## src/rtl/busarb_pkg.sv

```systemverilog
package busarb_pkg;
    localparam int unsigned N_MST   = 5;
    localparam int unsigned N_MAIN  = 3;
    localparam int unsigned N_LOCAL = N_MST - N_MAIN;

    localparam int unsigned M_PROC = 0;
    localparam int unsigned M_DMA  = 1;
    localparam int unsigned M_RFSH = 2;
    localparam int unsigned M_DISP = 3;
    localparam int unsigned M_USB  = 4;

    typedef logic [N_MST-1:0]   mst_vec_t;
    typedef logic [N_MAIN-1:0]  main_vec_t;
    typedef logic [N_LOCAL-1:0] loc_vec_t;

    typedef struct packed {
        mst_vec_t gnt;       // current owner, one-hot or zero
        logic     steal;     // owner is DMA in cycle-steal mode
        logic     pref_dma;  // processor/DMA tie goes to DMA
        logic     pref_usb;  // display/USB tie goes to USB
        logic     pref_loc;  // group tie goes to local group
    } arb_state_t;
endpackage

```

## src/rtl/rr2_pick.sv

```systemverilog
module rr2_pick (
    input  logic req_a,
    input  logic req_b,
    input  logic pref_b,
    output logic win_a,
    output logic win_b
);
    always_comb begin
        win_a = req_a & (~req_b | ~pref_b);
        win_b = req_b & (~req_a |  pref_b);
    end
endmodule

```

## src/rtl/main_dom_pick.sv

```systemverilog
module main_dom_pick
    import busarb_pkg::*;
(
    input  main_vec_t req,
    input  logic      burst,
    input  logic      pref_dma,
    output main_vec_t win
);
    logic pd_proc, pd_dma;
    logic gate_pd;

    // refresh masks the lower pair entirely
    assign gate_pd = ~req[M_RFSH];

    // burst mode forces the tie toward DMA
    rr2_pick u_pd (
        .req_a  (req[M_PROC] & gate_pd),
        .req_b  (req[M_DMA]  & gate_pd),
        .pref_b (burst | pref_dma),
        .win_a  (pd_proc),
        .win_b  (pd_dma)
    );

    always_comb begin
        win         = '0;
        win[M_RFSH] = req[M_RFSH];
        win[M_PROC] = pd_proc;
        win[M_DMA]  = pd_dma;
    end
endmodule

```

## src/rtl/hier_bus_arb.sv

```systemverilog
module hier_bus_arb
    import busarb_pkg::*;
(
    input  logic           clk,
    input  logic           rst,
    input  logic [N_MST-1:0] req_i,
    input  logic [N_MST-1:0] done_i,
    input  logic           dma_burst_i,
    output logic [N_MST-1:0] gnt_o
);
    arb_state_t st_d, st_q;

    main_vec_t main_win;
    loc_vec_t  loc_win;
    logic      any_main, any_loc;
    logic      top_main, top_loc;
    mst_vec_t  pick;

    main_dom_pick u_main (
        .req      (req_i[N_MAIN-1:0]),
        .burst    (dma_burst_i),
        .pref_dma (st_q.pref_dma),
        .win      (main_win)
    );

    rr2_pick u_loc (
        .req_a  (req_i[M_DISP]),
        .req_b  (req_i[M_USB]),
        .pref_b (st_q.pref_usb),
        .win_a  (loc_win[0]),
        .win_b  (loc_win[1])
    );

    assign any_main = |req_i[N_MAIN-1:0];
    assign any_loc  = |req_i[N_MST-1:N_MAIN];

    rr2_pick u_top (
        .req_a  (any_main),
        .req_b  (any_loc),
        .pref_b (st_q.pref_loc),
        .win_a  (top_main),
        .win_b  (top_loc)
    );

    always_comb begin
        pick = '0;
        if (top_main) begin
            pick[N_MAIN-1:0] = main_win;
        end else if (top_loc) begin
            pick[N_MST-1:N_MAIN] = loc_win;
        end
    end

    always_comb begin
        st_d = st_q;
        if (st_q.gnt != '0) begin
            // bus owned: release on single-transfer steal or owner done
            if (st_q.steal || ((st_q.gnt & done_i) != '0)) begin
                st_d.gnt   = '0;
                st_d.steal = 1'b0;
            end
        end else begin
            st_d.gnt   = pick;
            st_d.steal = pick[M_DMA] & ~dma_burst_i;
            if (pick[M_PROC] | pick[M_DMA]) begin
                st_d.pref_dma = pick[M_PROC];
            end
            if (pick[M_DISP] | pick[M_USB]) begin
                st_d.pref_usb = pick[M_DISP];
            end
            if (pick != '0) begin
                st_d.pref_loc = top_main;
            end
        end
    end

    always_ff @(posedge clk) begin
        if (rst) begin
            st_q <= '0;
        end else begin
            st_q <= st_d;
        end
    end

    assign gnt_o = st_q.gnt;
endmodule

```

## config.mk

```make
export PLATFORM = sky130hd
export DESIGN_NAME = hier_bus_arb
export DESIGN_NICKNAME = d
export VERILOG_FILES = /design/src/rtl/busarb_pkg.sv /design/src/rtl/rr2_pick.sv /design/src/rtl/main_dom_pick.sv /design/src/rtl/hier_bus_arb.sv
export SDC_FILE = /design/constraint.sdc
export NUM_CORES = 1
export LEC_CHECK = 0
export ABC_AREA = 1
export BUFFER_PORTS_ARGS = -buffer_cell sky130_fd_sc_hd__buf_2
export CORE_AREA = 3 3 40 42
export DETAILED_ROUTE_END_ITERATION = 16
export DIE_AREA = 0 0 43 45
export SLEW_MARGIN = 10
export SYNTH_ARGS = -nofsm -noshare
export SYNTH_HDL_FRONTEND = slang
export SYNTH_SLANG_ARGS = --single-unit
```

## constraint.sdc

```tcl
create_clock -name clk -period 1.55 [get_ports clk]
set_input_delay 0.2325 -clock clk [delete_from_list [all_inputs] [get_ports clk]]
set_output_delay 0.2325 -clock clk [all_outputs]
set_load 0.01 [all_outputs]
```

==> flow_metrics.tcl <==
set metrics [dict create \
    status "complete, no violations" \
    comb_power_share_pct 30.1 \
    insertion_delay_ns 0.26 \
    worstMarginPinSlew_ns 0.363 \
    rr_worst_depth 5 \
    leakage_nw 0.300 \
    htreeDepth 1 \
    holdBufCountCts 0 \
    max_freq_ghz 0.891 \
    yosysTopAreaCell "dfxtp_1" \
    synth_most_common_cell "nand2_1" \
    clkPwrFrac_pct 28.0 \
    num_antenna_cells 0 \
    wl_per_cell_um 10.0 \
    place.gp.congestion 0.723 \
    swShare_pct 34.8 \
    synth_cell_type_count 14 \
    grtUsageMet2_pct 21.3 \
    synth.yosys.seq_area_share_pct 34.5 \
    report.final.hold_viol_count 0 \
    cts_tree "yes" \
    rsz0062_at_grt "no" \
    ios 18 \
    vias 499 \
    cp_max_fo 5 \
    rows 13 \
    grt_pass1_wl_um 1770 \
    synthesis.area_um2 522 \
    dieArea_um2 1940 \
    yosys_warnings 0 \
    overflow 0 \
    r2r-start "gnt_o[4]$_SDFFE_PP0P_" \
    dp_hpwl_um 856 \
    grt_pass1_vias 470 \
    internal-power_w 0.000428 \
    seq_power_share_pct 41.9 \
    syn_inst 74 \
    viasPerCell 4.80 \
    regToRegSetupSlack_ns 0.43 \
    synth_edf_count 0 \
    cp.required_ns 1.76 \
    die_x_um 43 \
    min_from "dma_burst_i" \
    gr-max-usage-layer "met2" \
    post_cts_buffers 0 \
    cts_resized 0 \
    start_util_pct 40.6 \
    ys_top_cells_by_count "19 x nand2_1, 10 x a21oi_1, 9 x dfxtp_1" \
    clockRootBuffer "clkbuf_4" \
    track_usage_pct 12.7 \
    critPathArrivalTime_ns 1.33 \
    r2r_end "gnt_o[1]$_SDFFE_PP0P_" \
    synth_top_flop_cell "dfxtp_1" \
    worstHoldPathType "input pin to flip-flop" \
    ir_drop_uv 445 \
    detail-route-antenna-nets 0 \
    report.final.setup_viol 0 \
    crit_path_start_kind "flip-flop" \
    cts.path.max_buffers 2 \
    synthTopCellsByArea "dfxtp_1 35%, nand2_1 14%, a21oi_1 9.6%" \
    drc 0 \
    finalPower_w 0.000657 \
    synth_top_area_share_pct 34.5 \
    gr-usage-met1_pct 13.5 \
    fin_nets 103 \
    cts-buffers-inserted 3 \
    grtUsageMet3_pct 3.98 \
    endpoint_kind "flip-flop" \
    syn_area_per_cell_um2 7.05 \
    critPathKind "flip-flop to flip-flop" \
    grt_max_degree 10 \
    fin_crit_sh_pct 72.4 \
    synth_nets 87 \
    maxSlewViolCount 0 \
    fin_skew_ns 0.0117 \
    drt_iter0_drc 7 \
    drive_gt1_share_pct 31.5 \
    whs_path_depth 2 \
    die_h_um 45 \
    cap_violations 0 \
    drt_first_pass_iters 2 \
    antenna_found_initial 0 \
    fin_crit_ns 1.12 \
    synthArstFlopShare_pct 0 \
    coreArea_um2 1280 \
    power.density_nw_per_um2 1070 \
    fin_tns_setup_ns 0 \
    path_clk_slew_ns 0.07 \
    port_buffers 17 \
    holdPathEnd "st_q[3]$_SDFFE_PP0P_" \
    drt-total-wl_um 1040 \
    synth_seq_cells 9 \
    max-slew-margin-rel_pct 75.8 \
    area_delta_synth_final_pct 17.3 \
    cts.sinks 9 \
    switchingPower_w 0.000229 \
]
## how the worst max path moves through the flow
| stage | startpoint | slack [ns] | endpoint |
|---|---|---|---|
| floorplan | gnt_o[4]$_SDFFE_PP0P_ | 0.51 | st_q[2]$_SDFFE_PP0P_ |
| finish | gnt_o[4]$_SDFFE_PP0P_ | 0.43 | gnt_o[1]$_SDFFE_PP0P_ |
| CTS | gnt_o[4]$_SDFFE_PP0P_ | 0.42 | st_q[2]$_SDFFE_PP0P_ |
| global route | gnt_o[4]$_SDFFE_PP0P_ | 0.28 | gnt_o[1]$_SDFFE_PP0P_ |
| global placement | req_i[4] | 0.41 | st_q[2]$_SDFFE_PP0P_ |
| detailed placement | req_i[4] | 0.41 | st_q[2]$_SDFFE_PP0P_ |
## kinds of logic (layout without fill, tap and decap cells)
family	count (synthesis)	after routing	share of synthesized area [%]
simple gates	42	42	42.0
buf+inv	12	27	12.2
compound gates	11	11	11.3
flops	9	9	34.5
## layout by cell type, fill, tap and decap left out
cell | netlist | layout
nand2_1 | 19 | 19
clkbuf_4 | 0 | 3
nand3_1 | 4 | 4
nor2_1 | 8 | 8
nor3_2 | 1 | 1
nand4_4 | 1 | 1
dfxtp_1 | 9 | 9
inv_1 | 6 | 6
a21oi_2 | 1 | 1
nor2_4 | 2 | 2
nand2_2 | 2 | 2
nand4_1 | 5 | 5
a21oi_1 | 10 | 10
buf_2 | 0 | 17
clkinv_2 | 0 | 1
## per-layer routing
layer	wire, um	part of all wire [%]	up-vias
li1	-	-	270
met1	475	46	216
met2	496	48	11
met3	59	5.7	2
met4	12	1.2	0
met5	0	0	-
## metrics by stage
stage	cell area, um2	std cells	hold slack [ns]	utilization (%)	worst slack [ns]
after CTS	612	104	0.134	47.6	0.419
after global routing	612	104	0.131	47.6	0.285
after detailed placement	584	100	0.423	45.5	0.409
after floorplan	522	74	0.302	-	0.510
final	612	104	0.142	47.6	0.428
after global placement	584	100	0.423	45.5	0.407
## sequential cells by signal, indices dropped and copies added, names as in the netlist
name and cells:
gnt_o 5, st_q 4
## critical path: stages, from the launching register on
cell and delay, ns:
dfxtp_1 0.36, nand2_1 0.08, nand2_1 0.05, nor2_1 0.27, nand4_1 0.17, a21oi_2 0.14
## cell type report
type	instances	area [um2]
Timing Repair Buffer	17	85.1
Multi-Input combinational cell	53	278
Fill cell	145	673
Inverter	6	22.5
Clock inverter	1	5.00
Sequential cell	9	180
Clock buffer	3	22.5
Tap cell	15	18.8
## power groups by stage
stage | registers, W | clock network [W] | logic [W]
2_1_floorplan | 0.000276 | 0 | 0.000164
3_3_place_gp | 0.000280 | 0 | 0.000198
3_5_place_dp | 0.000280 | 0 | 0.000197
4_1_cts | 0.000275 | 0.000190 | 0.000198
5_1_grt | 0.000279 | 0.000202 | 0.000225
6_report | 0.000275 | 0.000184 | 0.000197
(Power assumes the default switching activity.)
